--- src/rtl/raster_pkg.sv ---
package raster_pkg;

  // True when v lies in the half-open span [lo, lo+len)
  function automatic logic in_span(input int unsigned v, input int unsigned lo,
                                   input int unsigned len);
    return (v >= lo) && (v < lo + len);
  endfunction

  // Field sync active: whole lines before rel_line, then half of rel_line
  function automatic logic field_sync_on(input int unsigned line, input int unsigned pos,
                                         input int unsigned rel_line,
                                         input int unsigned total);
    return (line < rel_line) || ((line == rel_line) && (pos < total / 2));
  endfunction

endpackage

--- src/rtl/raster_hcount.sv ---
module raster_hcount #(
  parameter int H_TOTAL = 1024,
  parameter int HW      = $clog2(H_TOTAL)
) (
  input  logic          clk,
  input  logic          rst_n,
  output logic [HW-1:0] h_pos,
  output logic          line_end
);
  assign line_end = (h_pos == HW'(H_TOTAL - 1));

  always_ff @(posedge clk) begin
    if (!rst_n)        h_pos <= '0;
    else if (line_end) h_pos <= '0;
    else               h_pos <= h_pos + 1'b1;
  end

  p_hwrap_r1: assert property (@(posedge clk) disable iff (!rst_n)
    line_end |=> (h_pos == '0));
  p_hstep_r1: assert property (@(posedge clk) disable iff (!rst_n)
    !line_end |=> (h_pos == $past(h_pos) + 1'b1));
endmodule

--- src/rtl/raster_vcount.sv ---
module raster_vcount #(
  parameter int V_TOTAL = 312,
  parameter int VW      = $clog2(V_TOTAL)
) (
  input  logic          clk,
  input  logic          rst_n,
  input  logic          line_end,
  output logic [VW-1:0] v_line
);
  logic frame_end;
  assign frame_end = line_end && (v_line == VW'(V_TOTAL - 1));

  always_ff @(posedge clk) begin
    if (!rst_n)         v_line <= '0;
    else if (frame_end) v_line <= '0;
    else if (line_end)  v_line <= v_line + 1'b1;
  end

  p_vwrap_r2: assert property (@(posedge clk) disable iff (!rst_n)
    frame_end |=> (v_line == '0));
  p_vhold_r2: assert property (@(posedge clk) disable iff (!rst_n)
    !line_end |=> $stable(v_line));
endmodule

--- src/rtl/raster_window.sv ---
module raster_window
  import raster_pkg::*;
#(
  parameter int H_TOTAL     = 1024,
  parameter int HS_END      = 75,
  parameter int H_ACT_START = 264,
  parameter int H_ACT_LEN   = 640,
  parameter int V_TOTAL     = 312,
  parameter int VS_LINE     = 2,
  parameter int V_ACT_START = 38,
  parameter int V_ACT_LEN   = 256,
  parameter int CW          = 4,
  parameter int HW          = $clog2(H_TOTAL),
  parameter int VW          = $clog2(V_TOTAL),
  parameter int XW          = $clog2(H_ACT_LEN),
  parameter int YW          = $clog2(V_ACT_LEN)
) (
  input  logic          clk,
  input  logic          rst_n,
  input  logic [HW-1:0] h_pos,
  input  logic [VW-1:0] v_line,
  input  logic [CW-1:0] colour_in,
  output logic          hsync_n,
  output logic          vsync_n,
  output logic          disp_en,
  output logic          frame_start,
  output logic [XW-1:0] pix_x,
  output logic [YW-1:0] pix_y,
  output logic [CW-1:0] colour_out
);
  int unsigned h_i, v_i;
  logic h_win, v_win;

  assign h_i   = 32'(h_pos);
  assign v_i   = 32'(v_line);
  assign h_win = in_span(h_i, H_ACT_START, H_ACT_LEN);
  assign v_win = in_span(v_i, V_ACT_START, V_ACT_LEN);

  assign hsync_n     = !(h_i < HS_END);
  assign vsync_n     = !field_sync_on(v_i, h_i, VS_LINE, H_TOTAL);
  assign disp_en     = h_win && v_win;
  assign frame_start = (h_pos == '0) && (v_line == '0);
  assign pix_x       = disp_en ? XW'(h_i - H_ACT_START) : '0;
  assign pix_y       = disp_en ? YW'(v_i - V_ACT_START) : '0;
  assign colour_out  = disp_en ? colour_in : '0;

  p_hs_len_r3: assert property (@(posedge clk) disable iff (!rst_n)
    $rose(hsync_n) |-> ($past(h_pos) == HW'(HS_END - 1)));
  p_vs_mid_r4: assert property (@(posedge clk) disable iff (!rst_n)
    $rose(vsync_n) |-> (v_line == VW'(VS_LINE) && h_pos == HW'(H_TOTAL / 2)));
  p_fs_r2: assert property (@(posedge clk) disable iff (!rst_n)
    frame_start |-> (!hsync_n && !vsync_n && !disp_en));
  p_x_step_r7: assert property (@(posedge clk) disable iff (!rst_n)
    (disp_en && $past(disp_en)) |-> (pix_x == $past(pix_x) + 1'b1));
  p_y_row_r7: assert property (@(posedge clk) disable iff (!rst_n)
    (disp_en && $past(disp_en)) |-> $stable(pix_y));
  p_blank_r8: assert property (@(posedge clk) disable iff (!rst_n)
    (!disp_en && colour_in != '0) |-> (colour_out == '0));
endmodule

--- src/rtl/raster_sync_gen.sv ---
module raster_sync_gen #(
  parameter int H_TOTAL     = 1024,
  parameter int HS_END      = 75,
  parameter int H_ACT_START = 264,
  parameter int H_ACT_LEN   = 640,
  parameter int V_TOTAL     = 312,
  parameter int VS_LINE     = 2,
  parameter int V_ACT_START = 38,
  parameter int V_ACT_LEN   = 256,
  parameter int CW          = 4,
  localparam int HW = $clog2(H_TOTAL),
  localparam int VW = $clog2(V_TOTAL),
  localparam int XW = $clog2(H_ACT_LEN),
  localparam int YW = $clog2(V_ACT_LEN)
) (
  input  logic          clk,
  input  logic          rst_n,
  input  logic [CW-1:0] colour_in,
  output logic          hsync_n,
  output logic          vsync_n,
  output logic          disp_en,
  output logic          frame_start,
  output logic [XW-1:0] pix_x,
  output logic [YW-1:0] pix_y,
  output logic [CW-1:0] colour_out
);
  logic [HW-1:0] h_pos;
  logic [VW-1:0] v_line;
  logic          line_end;

  raster_hcount #(.H_TOTAL(H_TOTAL), .HW(HW)) u_h (
    .clk(clk), .rst_n(rst_n), .h_pos(h_pos), .line_end(line_end));

  raster_vcount #(.V_TOTAL(V_TOTAL), .VW(VW)) u_v (
    .clk(clk), .rst_n(rst_n), .line_end(line_end), .v_line(v_line));

  raster_window #(
    .H_TOTAL(H_TOTAL), .HS_END(HS_END), .H_ACT_START(H_ACT_START),
    .H_ACT_LEN(H_ACT_LEN), .V_TOTAL(V_TOTAL), .VS_LINE(VS_LINE),
    .V_ACT_START(V_ACT_START), .V_ACT_LEN(V_ACT_LEN), .CW(CW),
    .HW(HW), .VW(VW), .XW(XW), .YW(YW)
  ) u_win (
    .clk(clk), .rst_n(rst_n), .h_pos(h_pos), .v_line(v_line),
    .colour_in(colour_in), .hsync_n(hsync_n), .vsync_n(vsync_n),
    .disp_en(disp_en), .frame_start(frame_start), .pix_x(pix_x),
    .pix_y(pix_y), .colour_out(colour_out));

  // a line wrap always lands on position 0 of hsync low
  p_line_hs_r1: assert property (@(posedge clk) disable iff (!rst_n)
    line_end |=> !hsync_n);
endmodule

--- config.mk ---
export PLATFORM = sky130hd
export DESIGN_NAME = raster_sync_gen
export DESIGN_NICKNAME = d
export VERILOG_FILES = /design/src/rtl/raster_pkg.sv /design/src/rtl/raster_hcount.sv /design/src/rtl/raster_vcount.sv /design/src/rtl/raster_window.sv /design/src/rtl/raster_sync_gen.sv
export SDC_FILE = /design/constraint.sdc
export NUM_CORES = 1
export LEC_CHECK = 0
export BUFFER_PORTS_ARGS = -buffer_cell sky130_fd_sc_hd__buf_4
export CAP_MARGIN = 20
export CELL_PAD_IN_SITES_DETAIL_PLACEMENT = 0
export CELL_PAD_IN_SITES_GLOBAL_PLACEMENT = 1
export CORE_UTILIZATION = 35
export CTS_CLUSTER_DIAMETER = 120
export DETAILED_ROUTE_END_ITERATION = 7
export GPL_TIMING_DRIVEN = 0
export PLACE_DENSITY_LB_ADDON = 0.3
export SYNTH_ARGS = -nofsm -noshare
export SYNTH_HDL_FRONTEND = slang
export SYNTH_SLANG_ARGS = --single-unit
--- constraint.sdc ---
create_clock -name clk -period 5.14 [get_ports clk]
set_input_delay 0 -clock clk [delete_from_list [all_inputs] [get_ports clk]]
set_output_delay 0 -clock clk [all_outputs]
set_load 0.01 [all_outputs]
==> run_results.csv <==
group,metric,value,unit
setup_path,critPathSlowestCell,"dfxtp_1",
power_and_ir_drop,comb_power_share,0.068,
synthesis,ys_seq_area_frac,0.2612,
place,place_ws,3.025,ns
floorplan,pin_count,32,
clock_tree,numCtsBuffers,3,
power_and_ir_drop,clkPwrFrac,0.387,
sta,fin_worst_skew,0.002389,ns
synthesis,postSynthAreaPerCell,7.546,um^2
job,cap_violations,0,
clock_tree,clock_path_buffers,2,
setup_path,endpoint_kind,"primary output",
min_path,hp-class,"primary input to flip-flop",
sta,layout_worst_path_cycle_share,0.4650,
sta,rsz0062_at_grt,"false",
routing,dr.pass1.iters,4,
setup_path,crit_type,"flip-flop to primary output",
power_and_ir_drop,p_leak,0.8088,nW
floorplan,core_area,4000,um^2
power_and_ir_drop,p_switching,64.23,uW
run_status,status,"complete, no violations",
floorplan,start_util,0.3641,
routing,drc,0,
finish,drive_gt1_frac,0.2149,
clock_tree,post_cts_buffers,0,
synthesis,synthCells,193,
clock_tree,root_buffer,"clkbuf_8",
clock_tree,ctsResizeCount,0,
clock_tree,path_clk_slew,0.07,ns
finish,layout_common_cells,"31 x buf_4, 23 x nor2_1, 21 x nand2_1, 19 x dfxtp_1",
sta,fin_hold_ws,0.1120,ns
floorplan,die_area,4423,um^2
setup_path,arrival,2.39,ns
sta,period_minus_slack,2.390,ns
sta,relSlewSlack,0.6726,
synthesis,async_flop_share,0,
global_routing,grt_start_max_net_pins,11,
setup_path,required,5.14,ns
setup_path,crit_family,"buffers and inverters",
global_routing,grt_usage,0.1836,
place,placed_area,1752,um^2
sta,report.final.setup_viol,0,
floorplan,row_count,23,
sta,hold_violations,0,
finish,final_common_cell,"buf_4",
synthesis,yosys_warnings,0,
synthesis,synthMuxAreaShare,0,
power_and_ir_drop,irDropWorstVdd,0.1019,mV
power_and_ir_drop,power_frac_seq,0.545,
floorplan,die_w,66.51,um
synthesis,synth-xor-area-share,0.09021,
finish,finalInstanceArea,1797,um^2
power_and_ir_drop,power_density,154.3,nW/um^2
synthesis,synthAdderAreaFrac,0.09450,
place,port_buffers,31,
setup_path,critPathLaunchType,"flip-flop",
synthesis,synth-edff-count,0,
setup_path,path_buf_inv,3,
routing,vias_per_cell,5.209,
routing,drt-initial-drc-count,34,
routing,vias,1448,
synthesis,ys_types,47,
global_routing,antenna_found_initial,0,
sta,fin_ws,2.750,ns
routing,drtAntennaViolNets,0,
clock_tree,htree_levels,1,
synthesis,ys_seq_elements,19,
synthesis,synthSimpleGateAreaFrac,0.3393,
sta,fin_tns_setup,0,ns
global_routing,grt_pass1_vias,1275,
synthesis,synth_compound_area_frac,0.1392,
setup_path,critPathMaxFanout,10,
sta,worst_slew_pin_slew,0.4911,ns
finish,finish.utilization,0.4492,
synthesis,syn_area,1456,um^2
clock_tree,cts_tree,"built",
setup_path,slowest_delay,0.41,ns
sta,fmax,418.4,MHz
sta,final_max_slew_viol_count,0,
finish,diodes,0,
floorplan,die_y,66.51,um
finish,syn_to_final_growth,23.37,%
setup_path,crit_chain,"ha_1 -> clkbuf_1 -> o31a_1 -> o21ai_0 -> nand3_2 -> buf_6 -> nor2_1 -> buf_4",
synthesis,synth_top_family_by_area,"simple AND/OR/NAND/NOR gates",
place,gp_congestion,0.7598,
clock_tree,clkLatencyLatePin,0.26,ns
power_and_ir_drop,p_int,213.0,uW
clock_tree,holdBufCountCts,0,
routing,wirelength,3.736,mm
global_routing,overflow,0,
place,hpwl,2.748,mm
synthesis,synthFlopType,"dfxtp_1",
routing,wl_per_cell,13.44,um
clock_tree,cts_sinks,19,
power_and_ir_drop,swShare,0.2317,
synthesis,syn-num-nets,210,
global_routing,grt_pass1_wl,6.161,mm
finish,fin_nets,246,
==> synthesized netlist by cell type (2+ instances only) <==
library cell	instances	area share
ha_1	11	0.095
buf_2	5	0.017
nand4_1	5	0.021
o22ai_1	4	0.017
a211o_1	2	0.012
nand3_1	7	0.024
clkbuf_1	8	0.021
o31ai_1	2	0.010
nor3_1	4	0.014
dfxtp_1	19	0.26
o21ai_0	3	0.010
and4_1	3	0.018
nand2_1	21	0.054
inv_1	9	0.023
or2_2	3	0.013
o32ai_1	2	0.012
and3_1	4	0.017
a21oi_1	9	0.031
nor4_1	2	0.0086
xnor2_1	11	0.066
nor2_1	23	0.059
and2_1	8	0.034
xor2_1	4	0.024
==> worst min-delay path, cell delays in order <==
cell	delay, ns
buf_4	0.11
or3b_1	0.15
o22ai_1	0.06
==> per-layer routing <==
layer,vias up,track usage,wire length [um]
met5,-,0,0
met4,0,0.03191,21
met3,2,0.04281,168
met2,33,0.2921,1666
met1,672,0.2526,1880
li1,741,-,-
==> final timing paths <==
check	start	to	slack [ns]	depth (start not counted)
hold / removal	rst_n	u_v.v_line[7]$_SDFFE_PP0P_	0.11	3
setup / recovery	u_v.v_line[1]$_SDFFE_PP0P_	pix_y[6]	2.75	8
setup reg to reg	u_v.v_line[1]$_SDFFE_PP0P_	u_v.v_line[7]$_SDFFE_PP0P_	3.00	6
hold reg to reg	u_h.h_pos[0]$_SDFF_PP0_	u_h.h_pos[0]$_SDFF_PP0_	0.50	1
==> through the flow <==
step	total power [mW]	instances
after global placement	0.1734	274
final	0.2773	278
after detailed placement	0.1734	274
after floorplan	0.1651	193
after CTS	0.2821	278
after global routing	0.2915	278
==> cell families after synthesis <==
group           after synthesis
flops                        19
simple gates                 93
compound gates               30
xor+xnor                     15
fa+ha+maj                    11
buf+inv                      25
==> sequential cells by signal, summed over array words and instances (netlist names) <==
name and count:
u_h.h_pos 10, u_v.v_line 9
==> layout make-up <==
class / count / area, um^2
Fill cell: 447 / 2203
Multi-Input combinational cell: 149 / 965.9
Sequential cell: 19 / 380.4
Timing Repair Buffer: 31 / 232.7
Buffer: 15 / 70.07
Tap cell: 50 / 62.56
Clock buffer: 4 / 45.04
Inverter: 10 / 40.04
==> power by group through the flow <==
stage	Clock (mW)	Combinational [mW]	Sequential, mW
floorplan	0	0.0110	0.154
finish	0.107	0.0187	0.151
global route	0.119	0.0207	0.152
detailed placement	0	0.0188	0.155
CTS	0.112	0.0188	0.151
global placement	0	0.0187	0.155
Power figures use the tool's default switching activity.
